[config.mk]
export PLATFORM = sky130hd
export DESIGN_NAME = micro_tlb
export DESIGN_NICKNAME = d
export VERILOG_FILES = /design/src/rtl/utlb_pkg.sv /design/src/rtl/utlb_store.sv /design/src/rtl/utlb_rr.sv /design/src/rtl/utlb_refill.sv /design/src/rtl/micro_tlb.sv
export SDC_FILE = /design/constraint.sdc
export NUM_CORES = 1
export LEC_CHECK = 0
export BUFFER_PORTS_ARGS = -buffer_cell sky130_fd_sc_hd__clkbuf_2
export CORE_UTILIZATION = 57
export CTS_CLUSTER_DIAMETER = 30
export DETAILED_ROUTE_END_ITERATION = 7
export GPL_TIMING_DRIVEN = 0
export PLACE_DENSITY = 0.75
export SLEW_MARGIN = 20
export SYNTH_ARGS = -nofsm -noshare
export SYNTH_HDL_FRONTEND = slang
export SYNTH_SLANG_ARGS = --single-unit
export TNS_END_PERCENT = 100
[constraint.sdc]
create_clock -name clk_i -period 2.6 [get_ports clk_i]
set_input_delay 0.26 -clock clk_i [delete_from_list [all_inputs] [get_ports clk_i]]
set_output_delay 0.26 -clock clk_i [all_outputs]
set_load 0.01 [all_outputs]
[src/rtl/utlb_pkg.sv]
package utlb_pkg;
  typedef enum logic {
    ST_IDLE = 1'b0,
    ST_WAIT = 1'b1
  } refill_state_e;
endpackage

[src/rtl/utlb_store.sv]
module utlb_store #(
  parameter int ENTRIES = 8,
  parameter int VPN_W   = 20,
  parameter int ASID_W  = 8,
  parameter int PPN_W   = 20,
  localparam int IW     = $clog2(ENTRIES)
) (
  input  logic              clk_i,
  input  logic              rst_ni,
  input  logic [VPN_W-1:0]  lk_vpn_i,
  input  logic [ASID_W-1:0] lk_asid_i,
  output logic              match_o,
  output logic [PPN_W-1:0]  match_ppn_o,
  input  logic              wr_en_i,
  input  logic [IW-1:0]     wr_idx_i,
  input  logic [VPN_W-1:0]  wr_vpn_i,
  input  logic [ASID_W-1:0] wr_asid_i,
  input  logic [PPN_W-1:0]  wr_ppn_i,
  input  logic              wr_glb_i,
  input  logic              flush_i
);
  logic [ENTRIES-1:0] valid_q;
  logic [VPN_W-1:0]   vpn_q  [ENTRIES];
  logic [ASID_W-1:0]  asid_q [ENTRIES];
  logic [PPN_W-1:0]   ppn_q  [ENTRIES];
  logic [ENTRIES-1:0] glb_q;
  logic [ENTRIES-1:0] match;

  for (genvar g = 0; g < ENTRIES; g++) begin : g_ent
    assign match[g] = valid_q[g] && (vpn_q[g] == lk_vpn_i) &&
                      (glb_q[g] || (asid_q[g] == lk_asid_i));

    always_ff @(posedge clk_i or negedge rst_ni) begin
      if (!rst_ni) begin
        valid_q[g] <= 1'b0;
        glb_q[g]   <= 1'b0;
        vpn_q[g]   <= '0;
        asid_q[g]  <= '0;
        ppn_q[g]   <= '0;
      end else if (flush_i) begin
        valid_q[g] <= 1'b0;  // invalidate beats a same-cycle install
      end else if (wr_en_i && (wr_idx_i == IW'(g))) begin
        valid_q[g] <= 1'b1;
        glb_q[g]   <= wr_glb_i;
        vpn_q[g]   <= wr_vpn_i;
        asid_q[g]  <= wr_asid_i;
        ppn_q[g]   <= wr_ppn_i;
      end
    end
  end

  assign match_o = |match;

  always_comb begin
    match_ppn_o = '0;
    for (int k = 0; k < ENTRIES; k++)
      if (match[k]) match_ppn_o = match_ppn_o | ppn_q[k];
  end

  assert_flush_clears_R7: assert property (@(posedge clk_i) disable iff (!rst_ni)
    flush_i |=> (valid_q == '0));

  assert_install_lands_R4: assert property (@(posedge clk_i) disable iff (!rst_ni)
    (wr_en_i && !flush_i) |=> (valid_q[$past(wr_idx_i)] &&
                               vpn_q[$past(wr_idx_i)] == $past(wr_vpn_i)));
endmodule

[src/rtl/utlb_rr.sv]
module utlb_rr #(
  parameter int ENTRIES = 8,
  localparam int IW     = $clog2(ENTRIES)
) (
  input  logic          clk_i,
  input  logic          rst_ni,
  input  logic          adv_i,
  input  logic          flush_i,
  output logic [IW-1:0] ptr_o
);
  logic [IW-1:0] ptr_q;

  always_ff @(posedge clk_i or negedge rst_ni) begin
    if (!rst_ni)    ptr_q <= '0;
    else if (adv_i) ptr_q <= (ptr_q == IW'(ENTRIES - 1)) ? '0 : ptr_q + 1'b1;
  end

  assign ptr_o = ptr_q;

  assert_ptr_keeps_on_flush_R6: assert property (@(posedge clk_i) disable iff (!rst_ni)
    (flush_i && !adv_i) |=> $stable(ptr_q));

  assert_ptr_in_range_R6: assert property (@(posedge clk_i) disable iff (!rst_ni)
    ptr_q <= IW'(ENTRIES - 1));
endmodule

[src/rtl/utlb_refill.sv]
module utlb_refill
  import utlb_pkg::*;
#(
  parameter int VPN_W  = 20,
  parameter int ASID_W = 8
) (
  input  logic              clk_i,
  input  logic              rst_ni,
  input  logic              lk_valid_i,
  input  logic              lk_hit_i,
  input  logic [VPN_W-1:0]  lk_vpn_i,
  input  logic [ASID_W-1:0] lk_asid_i,
  input  logic              ack_i,
  output logic              req_o,
  output logic [VPN_W-1:0]  req_vpn_o,
  output logic [ASID_W-1:0] req_asid_o,
  output logic              install_o
);
  refill_state_e     state_q;
  logic [VPN_W-1:0]  vpn_q;
  logic [ASID_W-1:0] asid_q;

  always_ff @(posedge clk_i or negedge rst_ni) begin
    if (!rst_ni) begin
      state_q <= ST_IDLE;
      vpn_q   <= '0;
      asid_q  <= '0;
    end else begin
      unique case (state_q)
        ST_IDLE: if (lk_valid_i && !lk_hit_i) begin
          state_q <= ST_WAIT;
          vpn_q   <= lk_vpn_i;
          asid_q  <= lk_asid_i;
        end
        ST_WAIT: if (ack_i) state_q <= ST_IDLE;
        default: state_q <= ST_IDLE;
      endcase
    end
  end

  assign req_o      = (state_q == ST_WAIT);
  assign req_vpn_o  = vpn_q;
  assign req_asid_o = asid_q;
  assign install_o  = req_o && ack_i;

  assert_req_held_R3: assert property (@(posedge clk_i) disable iff (!rst_ni)
    (req_o && !ack_i) |=> (req_o && $stable(req_vpn_o) && $stable(req_asid_o)));

  assert_req_ends_on_ack_R4: assert property (@(posedge clk_i) disable iff (!rst_ni)
    (req_o && ack_i) |=> !req_o);
endmodule

[src/rtl/micro_tlb.sv]
module micro_tlb #(
  parameter int ENTRIES = 8,
  parameter int VPN_W   = 20,
  parameter int ASID_W  = 8,
  parameter int PPN_W   = 20,
  localparam int IW     = $clog2(ENTRIES)
) (
  input  logic              clk_i,
  input  logic              rst_ni,
  input  logic              lookup_valid_i,
  input  logic [VPN_W-1:0]  lookup_vpn_i,
  input  logic [ASID_W-1:0] lookup_asid_i,
  output logic              hit_o,
  output logic [PPN_W-1:0]  hit_ppn_o,
  output logic              refill_req_o,
  output logic [VPN_W-1:0]  refill_vpn_o,
  output logic [ASID_W-1:0] refill_asid_o,
  input  logic              refill_ack_i,
  input  logic [PPN_W-1:0]  refill_ppn_i,
  input  logic              refill_global_i,
  input  logic              flush_i
);
  logic          match;
  logic          install;
  logic          wr_en;
  logic [IW-1:0] victim;

  assign wr_en = install && !flush_i;

  utlb_store #(
    .ENTRIES(ENTRIES), .VPN_W(VPN_W), .ASID_W(ASID_W), .PPN_W(PPN_W)
  ) i_store (
    .clk_i      (clk_i),
    .rst_ni     (rst_ni),
    .lk_vpn_i   (lookup_vpn_i),
    .lk_asid_i  (lookup_asid_i),
    .match_o    (match),
    .match_ppn_o(hit_ppn_o),
    .wr_en_i    (wr_en),
    .wr_idx_i   (victim),
    .wr_vpn_i   (refill_vpn_o),
    .wr_asid_i  (refill_asid_o),
    .wr_ppn_i   (refill_ppn_i),
    .wr_glb_i   (refill_global_i),
    .flush_i    (flush_i)
  );

  utlb_rr #(.ENTRIES(ENTRIES)) i_rr (
    .clk_i  (clk_i),
    .rst_ni (rst_ni),
    .adv_i  (wr_en),
    .flush_i(flush_i),
    .ptr_o  (victim)
  );

  utlb_refill #(.VPN_W(VPN_W), .ASID_W(ASID_W)) i_refill (
    .clk_i     (clk_i),
    .rst_ni    (rst_ni),
    .lk_valid_i(lookup_valid_i),
    .lk_hit_i  (match),
    .lk_vpn_i  (lookup_vpn_i),
    .lk_asid_i (lookup_asid_i),
    .ack_i     (refill_ack_i),
    .req_o     (refill_req_o),
    .req_vpn_o (refill_vpn_o),
    .req_asid_o(refill_asid_o),
    .install_o (install)
  );

  assign hit_o = lookup_valid_i && match;

  assert_no_req_on_hit_R3: assert property (@(posedge clk_i) disable iff (!rst_ni)
    (!refill_req_o && hit_o) |=> !refill_req_o);
endmodule

After elaboration in Yosys (flattened, before gate mapping)

Cells that the tools add are included.

Output and inout port bits: 50
Bits of input ports: 54
Memory bits (read-only): 0
RAM bits: 0
Bits in latches: 0
Memories: 0
Logic and storage cells: 162
Bits in registers: 432

Reductions and logical operators: 57
Muxes and demuxes: 28
Shift operators: 0
Divide/modulo/power cells: 0
Bitwise operators: 9
Add/sub/neg operators: 1
Equal/unequal tests: 23
Order comparisons: 0
Multiply operators: 0

Operators with widths:

| cell                  | number |
|---|---|
| $eq A20 B20 Y1        | 8 |
| $mux W20              | 8 |
| $or A20 B20 Y20       | 7 |
| $eq A8 B8 Y1          | 8 |
| $logic_and A1 B1 Y1   | 28 |
| $mux W1               | 18 |
| $reduce_and A2 Y1     | 9 |
| $reduce_bool A2 Y1    | 8 |
| $eq A3 B3 Y1 const B  | 4 |
| $logic_or A1 B1 Y1    | 8 |
| $reduce_or A8 Y1      | 1 |
| $eq A3 B2 Y1 const B  | 2 |
| $add A3 B1 Y3 const B | 1 |
| $eq A3 B1 Y1 const B  | 1 |
| $logic_not A3 Y1      | 1 |
| $mux W3               | 1 |
| $logic_not A1 Y1      | 2 |
| $not A1 Y1            | 2 |
| $pmux W1 S2           | 1 |

Depth between registers and ports, before layout

Gate-level depths: netlist of run 1.

Depth in word-level cells: 18
Mapped depth: 10
Depth with buffers taken out: 7

Hierarchy

Synthesis of run 1 repeated with hierarchy kept, for this count alone.

Cells, all modules: 1562
Area total of the unflattened synthesis: 20353.3 µm²

Modules (own cells, without submodules):

| module      | cells an instance | sequential area each (µm²) | area each (µm²) | times used |
|---|---|---|---|---|
| utlb_store  | 1485              | 10009.6                    | 19047.0         | 1 |
| utlb_refill | 64                | 725.7                      | 1143.6          | 1 |
| utlb_rr     | 11                | 75.1                       | 142.6           | 1 |
| micro_tlb   | 2                 | 0.0                        | 20.0            | 1 |

Least setup slack after synthesis of run 1

Ideal clock, no wire load.

Path type: input -> register
From: in lookup_asid_i[1]
To: reg i_refill.asid_q[0], in the netlist i_refill.req_asid_o[0]
Buffers on the path: 3
Path slack: 0.245 ns
Arrival time: 2.227 ns
Cell stages on the path: 10
Data required time: 2.473 ns
Library setup time: 0.127 ns
Path through: buf_4 xor2_1 nor4_1 a21oi_1 nor3_1 or4_4 nor4_4 buf_6 buf_8 mux2_1

Word-level cells in the longest chain between the ends: 7
Elaborated cells between the ends (all ways): 28
Classes of those cells: eq/ne: 8; reduce/logical: 20

Ends and longest elaborated chain:

| element                         | RTL line          | source |
|---|---|---|
| from (decl)                     | micro_tlb.sv:12   | `input logic [ASID_W-1:0] lookup_asid_i,` |
| $eq A8 B8 Y1                    | utlb_store.sv:31  | `(glb_q[g] \|\| (asid_q[g] == lk_asid_i));` |
| $logic_or A1 B1 Y1              | utlb_store.sv:31  |  |
| $logic_and A1 B1 Y1             | utlb_store.sv:30  | `assign match[g] = valid_q[g] && (vpn_q[g] == lk_vpn_i) &&` |
| $reduce_or A8 Y1 (*)            | utlb_store.sv:52  | `assign match_o = \|match;` |
| $logic_not A1 Y1 (*)            | utlb_refill.sv:30 | `ST_IDLE: if (lk_valid_i && !lk_hit_i) begin` |
| $logic_and A1 B1 Y1 (*)         | utlb_refill.sv:30 |  |
| $reduce_and A2 Y1 (no line) (*) | -                 |  |
| to (signal assigned)            | utlb_refill.sv:33 | `asid_q <= lk_asid_i;` |
| to (decl)                       | utlb_refill.sv:21 | `logic [ASID_W-1:0] asid_q;` |

Every way passes the cells marked *; elsewhere a longest branch is shown, timed or not.
A chain may end at the register's enable or synchronous reset.

Final worst setup path of run 1

From: reg i_store.vpn_q[158] in the netlist's numbering
To: out hit_ppn_o[16]

Word-level cells in the longest chain between the ends: 18

Ends and longest elaborated chain:

| element                               | RTL line         | source |
|---|---|---|
| from (decl)                           | utlb_store.sv:23 | `logic [VPN_W-1:0] vpn_q [ENTRIES];` |
| from (signal, indexed assignment)     | utlb_store.sv:45 | `vpn_q[g] <= wr_vpn_i;` |
| $eq A20 B20 Y1 (*)                    | utlb_store.sv:30 |  |
| $logic_and A1 B1 Y1 (*) (2 in series) | utlb_store.sv:30 |  |
| $mux W20 (*)                          | utlb_store.sv:57 | `if (match[k]) match_ppn_o = match_ppn_o \| ppn_q[k];` |
| $or A20 B20 Y20                       | utlb_store.sv:57 |  |
| $mux W20 (*)                          | utlb_store.sv:57 |  |
| $or A20 B20 Y20                       | utlb_store.sv:57 |  |
| $mux W20 (*)                          | utlb_store.sv:57 |  |
| $or A20 B20 Y20                       | utlb_store.sv:57 |  |
| $mux W20 (*)                          | utlb_store.sv:57 |  |
| $or A20 B20 Y20                       | utlb_store.sv:57 |  |
| $mux W20 (*)                          | utlb_store.sv:57 |  |
| $or A20 B20 Y20                       | utlb_store.sv:57 |  |
| $mux W20 (*)                          | utlb_store.sv:57 |  |
| $or A20 B20 Y20                       | utlb_store.sv:57 |  |
| $mux W20 (*)                          | utlb_store.sv:57 |  |
| $or A20 B20 Y20                       | utlb_store.sv:57 |  |
| $mux W20 (*)                          | utlb_store.sv:57 |  |
| to (decl)                             | micro_tlb.sv:14  | `output logic [PPN_W-1:0] hit_ppn_o,` |

Marks and branches as above.

==> results.py, run 1 <==
metrics = {
    "timing": {
        "slew_headroom_pct": 33.40,
        "slew_viol_final": 0,
        "setup-violations-final": 50,
        "fin_crit_sh_pct": 127.2,
        "final.min_clock_period_ns": 3.307,
        "worst_pin_slew_ns": 0.9990,
        "rsz0062_at_grt": "true",
        "holdWs_ns": 0.01358,
        "finalHoldViolCount": 0,
        "fin_ws_ns": -0.7068,
        "fin_setup_tns_ns": -24.73,
        "finClkSkew_ns": 0.02534,
        "fmax_mhz": 302.4,
    },
    "synthesis": {
        "syn_nets": 1463,
        "ys_types": 31,
        "synthCells": 1403,
        "netlist_area_sq_um": 19520,
        "synth_top_area_share_pct": 55.37,
        "synth_area_leaders": "dfrtp_1 55%, mux2_2 24%, xor2_1 9.7%",
        "post-synth-top-area-cell": "dfrtp_1",
        "syn_avg_cell_area_sq_um": 13.92,
        "ys_warn_count": 0,
        "synth_seq_area_share_pct": 55.37,
        "ys_ff_latch": 432,
    },
    "cts": {
        "cts_tree": "done",
        "insertion_delay_ns": 0.60,
        "cts_sinks": 432,
        "cts_max_path_buffers": 3,
        "path_clk_slew_ns": 0.05,
        "root_buffer": "clkbuf_16",
        "cts_inserted_buffers": 88,
        "cts_max_level": 3,
    },
    "die": {
        "rows": 67,
        "die_area_sq_um": 35000,
        "design.core.area_sq_um": 33620,
        "dieHeight_microns": 187.1,
        "start_util_pct": 58.08,
        "die_x_microns": 187.1,
        "ios": 104,
    },
    "worst_setup_path": {
        "cpPeakStageDelay_ns": 0.40,
        "critPathKind": "flip-flop to output pin",
        "path_max_fanout": 5,
        "cp-end-kind": "output pin",
        "cpMaxStageDelayCell": "dfrtp_1",
        "critical_path.startpoint_type": "flip-flop",
        "path_cells": "xor2_1, nor4_2, nand4_1, nor3_4, buf_8, buf_6, a22o_1, a221oi_1, nand3_1, buf_2",
        "required_ns": 2.34,
        "critPathArrivalTime_ns": 3.05,
    },
    "detailed_routing": {
        "postRouteAntennaNets": 0,
        "route.detailed.drc": 0,
        "drt_iter0_markers": 868,
        "via_per_inst": 6.138,
        "firstDrtPassIters": 7,
        "totalWireLength_microns": 55650,
        "wl_per_cell_microns": 26.24,
        "num_vias": 13020,
    },
    "cells_and_area": {
        "final_cells": 2121,
        "final_common_cell": "dfrtp_1",
        "layout_common_cells": "432 x dfrtp_1, 394 x mux2_2, 207 x xor2_1",
        "n_fill_cell": 2041,
        "drive_gt1_share_pct": 47.25,
        "layout.nets": 1664,
        "utilization_pct": 73.76,
        "layout-area-overhead-vs-synth_pct": 27.00,
    },
    "power": {
        "power_density_nw_per_um2": 1135,
        "leakagePower_nw": 11.92,
        "peakVddDrop_mv": 0.7330,
    },
    "global_routing": {
        "grt_pass1_vias": 13920,
        "overflow": 0,
        "grt.total_usage_pct": 32.12,
        "grt_pass1_wl_microns": 83850,
        "antenna_found_initial": 1,
        "grt_max_degree": 89,
    },
    "run": {
        "maxCapViolations": 0,
    },
    "worst_hold_path": {
        "hold_path.class": "input pin to flip-flop",
    },
    "place": {
        "place.gp.congestion": 0.8644,
        "io_buffers": 74,
        "place_hpwl_microns": 32630,
        "placed_cells": 1930,
    },
    "run_status": {
        "violations": "setup timing",
        "status": "finished, violations left",
    },
}
[per-layer routing]
metal	up-vias	global-route usage [%]	wire length (microns)
met5	-	0	0
met4	0	14.91	2409
met3	154	6.604	3614
met2	561	52.02	26930
met1	6845	41.68	22700
li1	5459	-	-
[worst max-delay path: cells and delay by family (launching register included)]
family | cells | cell delay (ns)
simple gates | 4 | 1.21
xor+xnor | 1 | 0.20
flops | 1 | 0.40
buf+inv | 3 | 0.45
compound gates | 2 | 0.20
[where the power goes]
part           total [W]  internal [W]  switching [W]  leakage, nW
Clock             0.0112       0.00762        0.00357         1.46
Combinational    0.00549       0.00307        0.00241         4.88
Sequential        0.0115       0.00942        0.00204         5.58
Total             0.0281        0.0201        0.00803         11.9
[metrics by stage]
stage	area, sq um	setup WS [ns]	power, W
finish	24800	-0.7068	0.02815
global route	24800	-0.7081	0.02926
CTS	24510	-0.6167	0.02792
detailed placement	20600	-1.741	0.01620
global placement	20460	-8.337	0.01580
floorplan	19530	0.2455	0.01453
[cells in the mapped netlist (all sizes together)]
cell type,number
nand2,7
xnor2,8
ha,6
nor4,49
o21ai,11
dfrtp,432
mux2,420
or3,1
xor2,216
nand3,31
nand3b,1
nand4,8
a22o,20
or2,1
a22oi,40
inv,13
or4,2
a21oi,8
a221oi,20
a21o,1
nor2,4
nor3,16
clkbuf,15
buf,73
[logic make-up (layout without fill, tap and decap cells)]
kind of cell / after synthesis / after routing / synth area share (%)
AO/OA/AOI/OAI: 100 / 100 / 3.858
adder cells (fa/ha/maj): 6 / 6 / 0.3845
flip-flops: 432 / 432 / 55.37
multiplexers: 420 / 420 / 24.22
XOR/XNOR: 224 / 224 / 10.05
AND/OR/NAND/NOR: 120 / 120 / 3.518
buffers and inverters: 101 / 370 / 2.602
other: 0 / 1 / 0
[flip-flops by register name, indices dropped and copies added, names as in the netlist]
name	count
i_store.ppn_q	160
i_store.vpn_q	160
i_store.asid_q	64
i_refill.req_vpn_o	20
i_refill.req_asid_o	8
i_store.glb_q	8
i_store.valid_q	8
i_rr.ptr_o	3
i_refill.req_o	1
[path summary, 6_finish.rpt]
path	startpoint	end	slack (ns)	depth (start not counted)
max in group asynchronous	rst_ni	i_store.ppn_q[89]	0.93	5
max	i_store.vpn_q[158]	hit_ppn_o[16]	-0.71	10
max reg2reg	i_store.vpn_q[158]	i_refill.req_asid_o[7]	-0.54	13
min in group asynchronous	rst_ni	i_store.vpn_q[150]	0.12	2
min reg2reg	i_store.ppn_q[46]	i_store.ppn_q[46]	0.50	1
min	refill_ppn_i[0]	i_store.ppn_q[100]	0.01	2
[timing repair]
action                                  4_1_cts  5_1_grt
hold buffers                                  3        0
hold endpoints to repair                     96        0
pin swaps                                    31       28
gates resized for setup                     146       69
setup buffers                                22        3
gates cloned                                  4        1
endpoints found under the setup margin       50       50
[layout make-up]
type                            instances  area (sq um)  share of cell area, %
Antenna cell                            1         2.502                0.01009
Buffer                                 88         674.4                  2.720
Clock buffer                          116          2471                  9.966
Clock inverter                         42         501.7                  2.023
Inverter                               13         48.80                 0.1968
Multi-Input combinational cell        870          8818                  35.56
Sequential cell                       432         10810                  43.60
Tap cell                              448         560.5                  2.261
Timing Repair Buffer                  111         908.4                  3.663
(Power assumes the default switching activity.)
==> run 2: changes to the inputs <==
--- a/config.mk
+++ b/config.mk
@@ -11,6 +11,7 @@
 export DETAILED_ROUTE_END_ITERATION = 7
 export GPL_TIMING_DRIVEN = 0
 export PLACE_DENSITY = 0.75
+export RECOVER_POWER = 50
 export SLEW_MARGIN = 20
 export SYNTH_ARGS = -nofsm -noshare
 export SYNTH_HDL_FRONTEND = slang
==> run 2 against run 1 <==
Against the previous run:
- the flow finishes with violations (capacitance limit, slew limit, setup timing)
- fmax increased by 0.35%
- die area unchanged
- first-iteration DRC count increased by 2.0%
- critical path depth unchanged
- combinational power about the same
- highest routed layer unchanged
- wire length about the same
- hold slack got worse by 0.0021 ns
- non-clock buffer count unchanged
- power about the same
- sequential share of layout area increased by 0.095 points
==> results.py, run 2 (synthesized netlist as in run 1, its figures left out) <==
metrics = {
    "timing": {
        "slew_viol_final": 32,
        "rsz0062_at_grt": "true",
        "finClkSkew_ns": 0.02427,
        "worst_pin_slew_ns": 1.829,
        "fmax_mhz": 303.5,
        "fin_setup_tns_ns": -33.58,
        "finalHoldViolCount": 0,
        "slew_headroom_pct": -21.94,
        "fin_ws_ns": -0.6952,
        "setup-violations-final": 138,
        "final.min_clock_period_ns": 3.295,
        "fin_crit_sh_pct": 126.7,
    },
    "cts": {
        "root_buffer": "clkbuf_16",
        "cts_inserted_buffers": 88,
        "path_clk_slew_ns": 0.05,
        "cts_sinks": 432,
        "cts_max_level": 3,
        "insertion_delay_ns": 0.60,
        "cts_tree": "done",
        "cts_max_path_buffers": 3,
    },
    "detailed_routing": {
        "num_vias": 12970,
        "postRouteAntennaNets": 0,
        "firstDrtPassIters": 5,
        "totalWireLength_microns": 55640,
        "wl_per_cell_microns": 26.23,
        "route.detailed.drc": 0,
        "drt_iter0_markers": 885,
        "via_per_inst": 6.115,
    },
    "run": {
        "maxCapViolations": 1,
    },
    "worst_setup_path": {
        "critical_path.startpoint_type": "flip-flop",
        "cpMaxStageDelayCell": "dfrtp_1",
        "critPathKind": "flip-flop to output pin",
        "worstSetupPathDepth": 10,
        "critical-path-top-delay-family": "simple AND/OR/NAND/NOR gates",
        "rrSetupSlack_ns": -0.52,
        "path_buf_inv": 3,
        "path_cells": "xor2_2, nor4_4, nand4_1, nor3_4, buf_8, buf_6, a22o_1, a221oi_1, nand3_1, buf_2",
        "worst_r2r_endpoint": "i_refill.req_asid_o[7]",
        "worstSetupEndpoint": "hit_ppn_o[16]",
        "timing.rr.start": "i_store.vpn_q[143]",
        "required_ns": 2.34,
        "path_max_fanout": 5,
        "cp-end-kind": "output pin",
        "critPathArrivalTime_ns": 3.04,
        "r2r_cells": 13,
        "cpPeakStageDelay_ns": 0.40,
        "crit_start": "i_store.vpn_q[143]",
    },
    "die": {
        "ios": 104,
        "dieHeight_microns": 187.1,
        "die_x_microns": 187.1,
        "start_util_pct": 58.08,
        "die_area_sq_um": 35000,
        "design.core.area_sq_um": 33620,
        "rows": 67,
    },
    "global_routing": {
        "overflow": 0,
        "grt.total_usage_pct": 32.12,
        "grt_max_degree": 89,
        "grt_pass1_wl_microns": 83850,
        "antenna_found_initial": 1,
        "grt_pass1_vias": 13920,
    },
    "power": {
        "peakVddDrop_mv": 0.7327,
        "power_density_nw_per_um2": 1136,
        "leakagePower_nw": 11.82,
    },
    "cells_and_area": {
        "drive_gt1_share_pct": 45.45,
        "utilization_pct": 73.60,
        "reg.largest.list": "i_store.ppn_q x160, i_store.vpn_q x160, i_store.asid_q x64",
        "layout_common_cells": "432 x dfrtp_1, 394 x mux2_2, 207 x xor2_1",
        "layout.nets": 1664,
        "final_common_cell": "dfrtp_1",
        "fin_area_sq_um": 24740,
        "layout-area-overhead-vs-synth_pct": 26.72,
    },
    "run_status": {
        "status": "finished, violations left",
        "violations": "capacitance limit, slew limit, setup timing",
    },
    "place": {
        "place_hpwl_microns": 32630,
        "io_buffers": 74,
        "place.gp.congestion": 0.8644,
        "placed_area_sq_um": 20600,
    },
    "worst_hold_path": {
        "hold_path.class": "input pin to flip-flop",
    },
}
## run 2: cell counts in the layout (fill, tap and decap cells not counted)
Identical to the previous run, type by type.
## run 2: area by class of cell
class	instances	area, sq um
sequential	432	10810
clock inverter	42	501.7
antenna	1	2.502
multi-input combinational	870	8818
fill	2057	8874
clock buffer	116	2471
buffer	88	674.4
timing repair buffer	111	854.6
inverter	13	48.80
tap	448	560.5
## run 2: per-layer routing
layer / vias up / global-route usage [%] / part of all wire, %
li1: 5452 / - / -
met1: 6817 / 41.68 / 41
met2: 558 / 52.02 / 49
met3: 142 / 6.604 / 6.5
met4: 0 / 14.91 / 4.2
met5: - / 0 / 0
## run 2: per-stage QoR
stage | total power [W] | hold slack (ns) | setup WS [ns] | std cells
2_1_floorplan | 0.01453 | -0.03559 | 0.2455 | 1403
3_3_place_gp | 0.01580 | 0.4870 | -8.337 | 1925
3_5_place_dp | 0.01620 | 0.1745 | -1.741 | 1930
4_1_cts | 0.02792 | 0.0008576 | -0.6167 | 2117
5_1_grt | 0.02923 | 0.02634 | -0.7081 | 2121
6_report | 0.02812 | 0.01151 | -0.6952 | 2121
## run 2: timing repair
action,4_1_cts,5_1_grt
setup buffers,22,3
pin swaps,31,28
endpoints found under the setup margin,50,50
endpoints found under the hold margin,96,0
cloned,4,1
resized for setup,146,69
hold buffers,3,0
## run 2: how the worst min path moves through the flow
stage / startpoint / to / slack, ns / depth (start not counted)
3_3_place_gp: i_store.ppn_q[27] / i_store.ppn_q[27] / 0.49 / 1
5_1_grt: refill_ppn_i[3] / i_store.ppn_q[43] / 0.03 / 2
3_5_place_dp: rst_ni / i_refill.req_vpn_o[8] / 0.17 / 1
4_1_cts: refill_ppn_i[0] / i_store.ppn_q[40] / 0.0009 / 2
2_1_floorplan: rst_ni / i_refill.req_asid_o[0] / -0.04 / 0
6_report: refill_ppn_i[13] / i_store.ppn_q[133] / 0.01 / 2
## run 2: power by group
group	leakage (nW)	internal [W]	total [W]	switching [W]
Clock	1.46	0.00762	0.0112	0.00357
Combinational	4.78	0.00305	0.00546	0.00242
Sequential	5.58	0.00942	0.0115	0.00204
Total	11.8	0.0201	0.0281	0.00803
